<file path="src/rtl/sector_split_pkg.sv">
package sector_split_pkg;

    typedef enum logic [1:0] {
        SPL_OK    = 2'd0,
        SPL_RANGE = 2'd1,
        SPL_FAIL  = 2'd2
    } spl_status_e;

    typedef enum logic [1:0] {
        SPL_IDLE  = 2'd0,
        SPL_ISSUE = 2'd1,
        SPL_WAIT  = 2'd2
    } spl_state_e;

    // Words left in the current sector from a word offset within it.
    function automatic int unsigned room_in_sector(int unsigned in_sec, int unsigned sector);
        return sector - in_sec;
    endfunction

endpackage

</file>
<file path="src/rtl/spl_range_guard.sv">
module spl_range_guard #(
    parameter int MEM_WORDS = 32768,
    parameter int AW        = $clog2(MEM_WORDS),
    parameter int CW        = AW + 1
) (
    input  logic [AW-1:0] offset,
    input  logic [CW-1:0] count,
    output logic          out_of_range
);
    localparam logic [CW:0] LIMIT = (CW+1)'(MEM_WORDS);

    logic [CW:0] end_excl;

    always_comb begin
        end_excl     = (CW+1)'(offset) + (CW+1)'(count);
        out_of_range = end_excl > LIMIT;
    end
endmodule

</file>
<file path="src/rtl/spl_chunk_calc.sv">
module spl_chunk_calc
    import sector_split_pkg::*;
#(
    parameter int SECTOR_WORDS = 2048,
    parameter int AW           = 15,
    parameter int CW           = AW + 1,
    parameter int SW           = $clog2(SECTOR_WORDS),
    parameter int LW           = SW + 1
) (
    input  logic [AW-1:0] cur_off,
    input  logic [CW-1:0] remain,
    output logic [LW-1:0] len_words,
    output logic          is_last
);
    logic [LW-1:0] room;

    always_comb begin
        room = LW'(room_in_sector(int'(cur_off[SW-1:0]), SECTOR_WORDS));
        if (remain <= CW'(room)) begin
            len_words = remain[LW-1:0];
            is_last   = 1'b1;
        end else begin
            len_words = room;
            is_last   = 1'b0;
        end
    end
endmodule

</file>
<file path="src/rtl/sector_read_splitter.sv">
module sector_read_splitter
    import sector_split_pkg::*;
#(
    parameter int SECTOR_WORDS = 2048,
    parameter int MEM_WORDS    = 32768,
    parameter int AW           = $clog2(MEM_WORDS),
    parameter int SW           = $clog2(SECTOR_WORDS),
    parameter int LW           = SW + 1
) (
    input  logic          clk,
    input  logic          rst,
    input  logic          cmd_valid,
    output logic          cmd_ready,
    input  logic [AW-1:0] cmd_offset,
    input  logic [AW:0]   cmd_count,
    output logic          sub_valid,
    input  logic          sub_ready,
    output logic [AW:0]   sub_byte_off,
    output logic [LW:0]   sub_byte_len,
    output logic          sub_last,
    input  logic          ack_valid,
    input  logic          ack_err,
    output logic          done_valid,
    output logic [AW:0]   done_words,
    output logic [1:0]    done_status
);
    localparam int CW = AW + 1;

    spl_state_e    state;
    spl_status_e   status_q;
    logic [AW-1:0] cur_off;
    logic [CW-1:0] remain;
    logic [CW-1:0] done_cnt;
    logic [LW-1:0] pend_len;
    logic          pend_last;

    logic          oor;
    logic [LW-1:0] len_w;
    logic          last_w;

    spl_range_guard #(.MEM_WORDS(MEM_WORDS), .AW(AW), .CW(CW)) u_guard (
        .offset       (cmd_offset),
        .count        (cmd_count),
        .out_of_range (oor)
    );

    spl_chunk_calc #(.SECTOR_WORDS(SECTOR_WORDS), .AW(AW), .CW(CW), .SW(SW), .LW(LW)) u_chunk (
        .cur_off   (cur_off),
        .remain    (remain),
        .len_words (len_w),
        .is_last   (last_w)
    );

    assign cmd_ready    = (state == SPL_IDLE);
    assign sub_valid    = (state == SPL_ISSUE);
    assign sub_byte_off = {cur_off, 1'b0};
    assign sub_byte_len = {len_w, 1'b0};
    assign sub_last     = last_w;
    assign done_status  = status_q;

    always_ff @(posedge clk) begin
        if (rst) begin
            state      <= SPL_IDLE;
            status_q   <= SPL_OK;
            cur_off    <= '0;
            remain     <= '0;
            done_cnt   <= '0;
            pend_len   <= '0;
            pend_last  <= 1'b0;
            done_valid <= 1'b0;
            done_words <= '0;
        end else begin
            done_valid <= 1'b0;
            case (state)
                SPL_IDLE: begin
                    if (cmd_valid) begin
                        if (oor) begin
                            done_valid <= 1'b1;
                            status_q   <= SPL_RANGE;
                            done_words <= '0;
                        end else if (cmd_count == '0) begin
                            done_valid <= 1'b1;
                            status_q   <= SPL_OK;
                            done_words <= '0;
                        end else begin
                            state    <= SPL_ISSUE;
                            cur_off  <= cmd_offset;
                            remain   <= cmd_count;
                            done_cnt <= '0;
                        end
                    end
                end
                SPL_ISSUE: begin
                    if (sub_ready) begin
                        pend_len  <= len_w;
                        pend_last <= last_w;
                        state     <= SPL_WAIT;
                    end
                end
                SPL_WAIT: begin
                    if (ack_valid) begin
                        if (ack_err) begin
                            done_valid <= 1'b1;
                            status_q   <= SPL_FAIL;
                            done_words <= done_cnt;
                            state      <= SPL_IDLE;
                        end else begin
                            done_cnt <= done_cnt + CW'(pend_len);
                            cur_off  <= cur_off + AW'(pend_len);
                            remain   <= remain - CW'(pend_len);
                            if (pend_last) begin
                                done_valid <= 1'b1;
                                status_q   <= SPL_OK;
                                done_words <= done_cnt + CW'(pend_len);
                                state      <= SPL_IDLE;
                            end else begin
                                state <= SPL_ISSUE;
                            end
                        end
                    end
                end
                default: state <= SPL_IDLE;
            endcase
        end
    end
endmodule

</file>
<file path="config.mk">
export PLATFORM = sky130hd
export DESIGN_NAME = sector_read_splitter
export DESIGN_NICKNAME = d
export VERILOG_FILES = /design/src/rtl/sector_split_pkg.sv /design/src/rtl/spl_range_guard.sv /design/src/rtl/spl_chunk_calc.sv /design/src/rtl/sector_read_splitter.sv
export SDC_FILE = /design/constraint.sdc
export NUM_CORES = 1
export LEC_CHECK = 0
export ABC_AREA = 1
export BUFFER_PORTS_ARGS = -buffer_cell sky130_fd_sc_hd__buf_4
export CORE_ASPECT_RATIO = 1.5
export CORE_MARGIN = 4
export CORE_UTILIZATION = 54
export DETAILED_ROUTE_END_ITERATION = 8
export HOLD_SLACK_MARGIN = 0.06
export PLACE_DENSITY = 0.78
export SLEW_MARGIN = 25
export SYNTH_ARGS = -nofsm -noshare
export SYNTH_HDL_FRONTEND = slang
export SYNTH_SLANG_ARGS = --single-unit
</file>
<file path="constraint.sdc">
create_clock -name clk -period 2.6 [get_ports clk]
set_input_delay 0.13 -clock clk [delete_from_list [all_inputs] [get_ports clk]]
set_output_delay 0.13 -clock clk [all_outputs]
set_load 0.03 [all_outputs]
</file>
==> out/metrics.csv, run 1 <==
metric;value;unit
cts_tree;built;
violations;setup timing;
finalClockSkew;0.009671;ns
synth_most_common_cell;nand2_1;
cellLeakagePower;4.861;nW
synth_area;7351;um^2
pin_count;88;
rsz0062_at_grt;yes;
wire_per_inst;16.57;um
p_sw;3.240;mW
firstDrtPassIters;7;
power.share.sequential;22.4;%
setup_violations;25;
swShare;45.65;%
worstMarginPinSlew;0.8828;ns
worstSkewPairLatency;0.35;ns
critical_path.startpoint_type;flip-flop;
hold_ws;0.09759;ns
yosysTopAreaCellShare;22.06;%
area_growth;26.13;%
finish.utilization;69.17;%
final.fill_count;1213;
cp.required;2.47;ns
clkTransAtPathRegs;0.07;ns
max_cap_viol_count;0;
gp_congestion;0.9711;
period_share;120.9;%
synth_common_cells;nand2_1 (357), inv_1 (155), nor2_1 (134);
outcome;finished, violations left;
fin_ws;-0.5432;ns
design.final.nets;1457;
cts_sinks;81;
synth_cell_types;42;
path_class;flip-flop to primary output;
drive_gt1_share;18.87;%
gr-usage-all-layers;32.20;%
start_util;54.85;%
register_area;1633;um^2
netlist_top_cells_area;dfxtp_1 (22%), nand2_1 (18%), ha_1 (11%), inv_1 (7.9%), a21oi_1 (7.0%);
grt_max_degree;52;
clkPwrFrac;19.4;%
cp.arrival;3.01;ns
peakVddDrop;0.0003705;V
worstPathCellList;nor3_4 > inv_1 > nor2_2 > nand2_2 > nor3_4 > nand2_1 > xor2_1 > ha_1 > nand2_1 > nor3_2 > nand2_1 > nand4_1 > buf_6 > nand4_1 > nand2_4 > buf_6;
routed-via-count;8511;
final_cells;1519;
die-height;150.9;um
use_met2;58.77;%
root_buffer;clkbuf_16;
coreArea;13400;um^2
total_power;7.098;mW
slew_violations;0;
grt_most_used_layer;met2;
worstPathMaxFanout;12;
critPathCaptureType;primary output;
synth-edff-count;0;
grtUsageMet3;4.240;%
p_int;3.858;mW
p_comb_share;58.2;%
vias_per_cell;5.603;
cts_buffers;9;
multiInputGateArea;5219;um^2
synth_seq_area_share;22.06;%
ctsHtreeMaxLevel;3;
cts_buffer_depth;2;
grt_use_met1;33.63;%
grt_pass1_wl;39030;um
drc_errors;0;
min_path_type;primary input to flip-flop;
die_w;103.3;um
critPathMostFrequentCell;nand2_1;
wl;25180;um
detail-route-antenna-nets;0;
hpwlAfterDp;18990;um
diodes;0;
async_reset_ff_share;0;%
drt_iter0_drc;556;
antenna_found_initial;0;
max_slew_margin;40.93;%
place_inst;1495;
portBuffers;85;
hold_viol;0;
synthCells;1223;
synth-seq-cells;81;
gr-total-overflow;0;
synth_top_cell_by_area;dfxtp_1;
yosys_most_used_dff;dfxtp_1;
dieArea;15580;um^2
grt_pass1_vias;8244;
p_per_area;765.6;nW/um^2
yosys_warnings;0;
synth_area_per_cell;6.010;um^2
slowest_delay;0.37;ns
period_minus_slack;3.143;ns
max_freq;0.3181;GHz
slowest_stage;dfxtp_4;
rows;52;
cells by family (layout without fill, tap and decap cells):
| group | after synthesis | count (layout) | synth area share [%] |
|---|---|---|---|
| other cells | 1 | 2 | 0.05101 |
| simple gates | 640 | 640 | 36.61 |
| buf+inv | 201 | 334 | 10.83 |
| flops | 81 | 81 | 22.06 |
| xor+xnor | 26 | 26 | 3.098 |
| compound gates | 206 | 206 | 15.37 |
| fa+ha+maj | 68 | 68 | 11.98 |
registers in the layout, summed over array words and instances (netlist names):
register     cells
cur_off         15
done_cnt        16
done_status      2
done_valid       1
done_words      16
pend_last        1
pend_len        12
remain          16
state            2
placed cells by master, fill, tap and decap left out, types with 15 or more instances in the layout:
master and instances:
ha_1 62, buf_4 144, nor2_1 132, inv_1 152, dfxtp_1 78, o21ai_0 48
nand2_2 17, a21oi_1 102, xor2_1 15, nand2_1 328, nand4_1 43, nand3_1 63
repair_timing:
item	CTS	global route
setup endpoints to repair	27	32
hold buffers	0	0
gates resized for setup	20	27
pin swaps	5	5
setup buffers	6	2
hold endpoints to repair	0	0
area by class of cell:
| type | instances | area share (%) |
|---|---|---|
| multi-input combinational | 942 | 56.29 |
| inverter | 156 | 6.343 |
| timing repair buffer | 162 | 14.22 |
| tap | 162 | 2.186 |
| clock buffer | 9 | 2.429 |
| sequential | 81 | 17.61 |
| clock inverter | 7 | 0.9177 |
power groups by stage:
stage	Combinational [mW]	Sequential (mW)	Clock (mW)
3_5_place_dp	3.77	1.60	0
5_1_grt	4.49	1.60	1.42
4_1_cts	3.98	1.58	1.37
3_3_place_gp	3.73	1.60	0
6_report	4.13	1.59	1.38
2_1_floorplan	2.34	1.77	0
worst paths after layout:
check / startpoint / to / slack, ns / cells past startpoint
hold reg to reg: done_cnt[0] / done_cnt[0] / 0.48 / 2
setup / recovery: cur_off[1] / sub_byte_len[6] / -0.54 / 16
hold / removal: sub_ready / state[0] / 0.1 / 3
setup reg to reg: cur_off[1] / pend_len[11] / -0.29 / 18
stage by stage:
step	cell area, um^2	setup TNS (ns)	worst slack (ns)
after global routing	9271	-13.43	-0.7455
after detailed placement	8738	-10.32	-0.2420
after CTS	9163	-9.176	-0.5707
after floorplan	7564	-2.482	-0.1679
after global placement	8738	-6.036	-0.1982
final	9271	-8.271	-0.5432
layer usage:
layer | up-vias | wire length, um
li1 | 4256 | -
met1 | 3867 | 9214
met2 | 294 | 13050
met3 | 94 | 1314
met4 | 0 | 1600
met5 | - | 0
worst max-delay path: cells and delay by family (launching register included):
kind / cells / cell delay (ns)
AND/OR/NAND/NOR: 11 / 1.45
buffers and inverters: 3 / 0.39
flip-flops: 1 / 0.37
adder cells (fa/ha/maj): 1 / 0.32
XOR/XNOR: 1 / 0.16
Note: power is estimated with default switching activity, not from simulation.
==> run 2: changes to the inputs <==
CELL_PAD_IN_SITES_DETAIL_PLACEMENT = 1   (was default)
CELL_PAD_IN_SITES_GLOBAL_PLACEMENT = 1   (was default)
CORE_UTILIZATION = 37   (was 54)
PLACE_DENSITY = default   (was 0.78)
PLACE_DENSITY_LB_ADDON = 0.1   (was default)
==> out/metrics.csv, run 2 (synthesized netlist as in run 1, its figures left out) <==
metric;value;unit
r2r-end;pend_len[6];
critical_path.startpoint_type;flip-flop;
worstPathMaxFanout;12;
period_minus_slack;3.258;ns
drc_errors;0;
worstSkewPairLatency;0.35;ns
rsz0062_at_grt;yes;
die-height;180.6;um
critPathLaunch;cur_off[2];
peakVddDrop;0.0003850;V
register_area;1633;um^2
max_cap_viol_count;0;
outcome;finished, violations left;
clkTransAtPathRegs;0.07;ns
portBuffers;85;
pre_cts_ws;-0.3919;ns
gp_congestion;0.9036;
setup_violations;26;
final_common_cell;nand2_1;
max_slew_margin;46.73;%
hpwlAfterDp;23080;um
pin_count;88;
worstMarginPinSlew;0.7981;ns
grt_pass1_wl;45370;um
antenna_found_initial;0;
p_int;3.814;mW
violations;setup timing;
p_per_area;751.5;nW/um^2
reg2reg_depth;19;
cts_buffers;9;
root_buffer;clkbuf_16;
hold_path_depth;3;
cp.required;2.47;ns
wl;28970;um
detail-route-antenna-nets;0;
min_path_type;primary input to flip-flop;
gr-usage-all-layers;25.92;%
cp.arrival;3.13;ns
clkPwrFrac;17.4;%
final_cell_mix;nand2_1 (326), buf_4 (157), inv_1 (152), nor2_1 (133), a21oi_1 (100);
final_area;9527;um^2
routed-via-count;8592;
hold-path-endpoint;state[0];
max_freq;0.3070;GHz
diodes;0;
final.fill_count;2611;
firstDrtPassIters;4;
path_class;flip-flop to primary output;
reg_top3;done_cnt (16), done_words (16), remain (16);
vias_per_cell;5.281;
slew_violations;0;
die_w;123.1;um
cellLeakagePower;4.936;nW
finalClockSkew;0.009136;ns
swShare;46.72;%
cts_tree;built;
start_util;38.06;%
area_growth;29.60;%
gr-total-overflow;0;
drt_iter0_drc;339;
fin_ws;-0.6579;ns
multiInputGateArea;5270;um^2
design.final.nets;1472;
coreArea;19320;um^2
p_sw;3.345;mW
critPathCaptureType;primary output;
ctsHtreeMaxLevel;3;
power.share.sequential;22.1;%
drive_gt1_share;20.06;%
cts_buffer_depth;2;
p_comb_share;60.4;%
rows;62;
hold_viol;0;
cts_sinks;81;
r2r-start;cur_off[2];
placed_cell_area;8956;um^2
finish.utilization;49.32;%
wire_per_inst;17.81;um
hold_start;sub_ready;
reg2reg_slack;-0.38;ns
grt_pass1_vias;8910;
dieArea;22230;um^2
period_share;125.3;%
grt_max_degree;60;
-- run 2: area by class of cell --
class / instances / area share, %
clock buffer: 11 / 2.548
clock inverter: 4 / 0.3021
inverter: 156 / 6.173
multi-input combinational: 942 / 55.32
sequential: 81 / 17.14
tap: 256 / 3.362
timing repair buffer: 177 / 15.16
-- run 2: repair_timing --
| item | CTS | global route |
|---|---|---|
| endpoints found under the setup margin | 28 | 70 |
| pin swaps | 2 | 16 |
| setup buffers | 3 | 4 |
| hold buffers | 0 | 0 |
| cloned | 0 | 1 |
| resized for setup | 28 | 36 |
-- run 2: how the worst max path moves through the flow --
stage	end	slack, ns	cells past startpoint
5_1_grt	sub_byte_len[6]	-0.90	16
6_report	sub_byte_len[6]	-0.66	16
4_1_cts	sub_byte_len[11]	-0.66	17
2_1_floorplan	pend_len[11]	-0.17	17
3_5_place_dp	sub_byte_len[6]	-0.39	16
3_3_place_gp	sub_byte_len[6]	-0.30	16
-- run 2: power groups by stage --
stage | Sequential (mW) | Clock, mW | Combinational [mW]
after floorplan | 1.77 | 0 | 2.34
after global placement | 1.60 | 0 | 3.86
after detailed placement | 1.60 | 0 | 3.95
after CTS | 1.58 | 1.27 | 4.15
after global routing | 1.60 | 1.31 | 4.72
final | 1.59 | 1.25 | 4.33
-- run 2: layer usage --
layer / wire [um] / global-route usage, % / vias to the layer above
met5: 0 / 0 / -
met4: 1320 / 12.59 / 0
met3: 740 / 2.638 / 49
met2: 15980 / 49.75 / 129
met1: 10930 / 27.19 / 4138
li1: - / - / 4276
-- run 2: per-stage QoR --
step | TNS, ns | hold slack (ns) | std cells | power [mW]
3_3_place_gp | -13.28 | 0.4478 | 1604 | 5.462
5_1_grt | -17.96 | 0.09773 | 1627 | 7.627
2_1_floorplan | -2.482 | 0.3262 | 1224 | 4.108
3_5_place_dp | -18.36 | 0.4484 | 1604 | 5.557
4_1_cts | -11.32 | 0.07882 | 1622 | 7.000
6_report | -10.70 | 0.08821 | 1627 | 7.159
-- run 2: critical path, stage by stage, from the launching register on --
cell and delay, ns:
dfxtp_4 0.35, nor3_4 0.20, inv_2 0.06, nor2_4 0.11, buf_4 0.12, a31oi_1 0.07
nor2_1 0.21, inv_1 0.08, ha_1 0.32, nand4_1 0.14, o221ai_1 0.24, nand2_1 0.08
nand4_1 0.14, buf_6 0.18, nand4_1 0.19, nand2_4 0.15, buf_6 0.13
==> run 3: changes to the inputs <==
SETUP_SLACK_MARGIN = 0.4   (was default)
==> out/metrics.csv, run 3 (synthesized netlist as in run 1, its figures left out) <==
metric;value;unit
outcome;finished, violations left;
violations;setup timing;
rows;62;
fin_ws;-0.9970;ns
hold_ws;0.09136;ns
hpwlAfterDp;22690;um
p_int;4.611;mW
drc_errors;0;
pin_count;88;
hold_path_depth;5;
period_share;138.3;%
start_util;38.06;%
cellLeakagePower;5.506;nW
finalClockSkew;0.01466;ns
grt_pass1_vias;9581;
min_path_type;primary input to flip-flop;
setup_violations;26;
ctsHtreeMaxLevel;3;
reg2reg_depth;19;
dieArea;22230;um^2
met1_length;13340;um
cp.arrival;3.47;ns
swShare;48.65;%
worstSkewPairLatency;0.36;ns
max_cap_viol_count;0;
worstPathMaxFanout;5;
design.final.nets;1507;
p_sw;4.369;mW
cts_buffers;9;
routed-via-count;9738;
drive_gt1_share;41.65;%
final_cell_mix;nand2_1 (251), buf_4 (165), inv_1 (141), nor2_1 (96), a21oi_1 (61);
rsz0062_at_grt;yes;
path_class;flip-flop to primary output;
wire_per_inst;23.79;um
drt_iter0_drc;661;
period_minus_slack;3.597;ns
gr-usage-all-layers;28.93;%
gr-total-overflow;0;
diodes;0;
maxUsedRoutingLayer;met4;
cts_buffer_depth;2;
gp_congestion;0.8765;
dr_wl_met3;1988;um
firstDrtPassIters;6;
critical_path.startpoint_type;flip-flop;
final_common_cell;nand2_1;
cp.required;2.47;ns
portBuffers;85;
clkPwrFrac;17.0;%
vias_per_cell;5.856;
grt_pass1_wl;50200;um
wl_met2;20630;um
worstMarginPinSlew;0.7668;ns
cts_tree;built;
root_buffer;clkbuf_16;
coreArea;19320;um^2
area_growth;59.03;%
clkTransAtPathRegs;0.07;ns
multiInputGateArea;6804;um^2
hold_viol;0;
max_slew_margin;48.88;%
critPathCaptureType;primary output;
peakVddDrop;0.0004214;V
die-height;180.6;um
max_freq;0.2780;GHz
grt_max_degree;43;
tns;-19.42;ns
register_area;1678;um^2
p_per_area;768.1;nW/um^2
power.share.sequential;18.2;%
wl;39570;um
die_w;123.1;um
final.fill_count;2385;
detail-route-antenna-nets;0;
p_comb_share;64.8;%
slew_violations;0;
antenna_found_initial;0;
cts_sinks;81;
reg_top3;done_cnt (16), done_words (16), remain (16);
run 3: cell count changes in the layout (fill, tap and decap cells not counted), moves of 30 or more:
cell | previous run | this run
nand2_1 | 326 | 251
nand2_4 | 14 | 54
a21oi_1 | 100 | 61
nor2_1 | 133 | 96
a21oi_2 | 3 | 39
ha_1 | 63 | 27
nand2_2 | 19 | 54
nand3_1 | 66 | 35
ha_4 | 0 | 30
run 3: repair_timing:
item	CTS	global route
setup endpoints to repair	93	93
cloned	7	4
resized for setup	181	296
pin swaps	42	101
hold buffers	0	0
buffers inserted	23	16
run 3: cell type report:
type	instances	area share, %
Tap cell	256	2.740
Timing Repair Buffer	211	16.76
Multi-Input combinational cell	943	58.20
Sequential cell	81	14.35
Inverter	156	5.116
Clock inverter	7	0.8991
Clock buffer	9	1.927
run 3: critical path, cell delays in order (launching register included):
cell and delay, ns:
dfxtp_4 0.35, buf_4 0.16, inv_1 0.11, nand3_2 0.12, inv_2 0.11, nand3_4 0.11, nor3_4 0.19, nand2_2 0.12
xor2_2 0.18, ha_1 0.33, nand2_2 0.10, nor2_1 0.06, a211oi_1 0.23, nand4_1 0.24, nand2_4 0.20, buf_12 0.15
nand2_4 0.07, nand2_4 0.10, buf_4 0.17
run 3: final timing paths:
kind	slack (ns)	startpoint	endpoint
worst min register to register	0.48	done_words[2]	done_words[2]
worst max-delay path	-1.0	cur_off[2]	sub_byte_len[6]
worst max register to register	-0.65	cur_off[2]	pend_len[5]
worst min-delay path	0.09	cmd_offset[0]	cur_off[0]
run 3: power groups by stage:
stage / combinational (mW) / clock, mW / sequential (mW)
floorplan: 2.34 / 0 / 1.77
global placement: 3.86 / 0 / 1.60
detailed placement: 3.93 / 0 / 1.60
CTS: 4.59 / 1.50 / 1.59
global route: 6.12 / 1.57 / 1.65
finish: 5.82 / 1.52 / 1.64
run 3: through the flow:
| stage | instance area, um^2 | instances | util (%) | total power [mW] | setup slack, ns |
|---|---|---|---|---|---|
| 3_3_place_gp | 8902 | 1597 | 46.09 | 5.458 | -0.3032 |
| 4_1_cts | 10290 | 1643 | 53.28 | 7.681 | -0.7051 |
| 3_5_place_dp | 8902 | 1597 | 46.09 | 5.533 | -0.3498 |
| 2_1_floorplan | 7575 | 1224 | - | 4.111 | -0.1679 |
| 6_report | 11690 | 1663 | 60.52 | 8.979 | -0.9970 |
| 5_1_grt | 11690 | 1663 | 60.52 | 9.347 | -1.110 |
run 3: routing by layer:
layer  GRT usage (%)  vias to the layer above
met1           29.54                     4760
met5               0                        -
li1                -                     4358
met2           53.84                      411
met4           18.31                        0
met3           3.675                      209
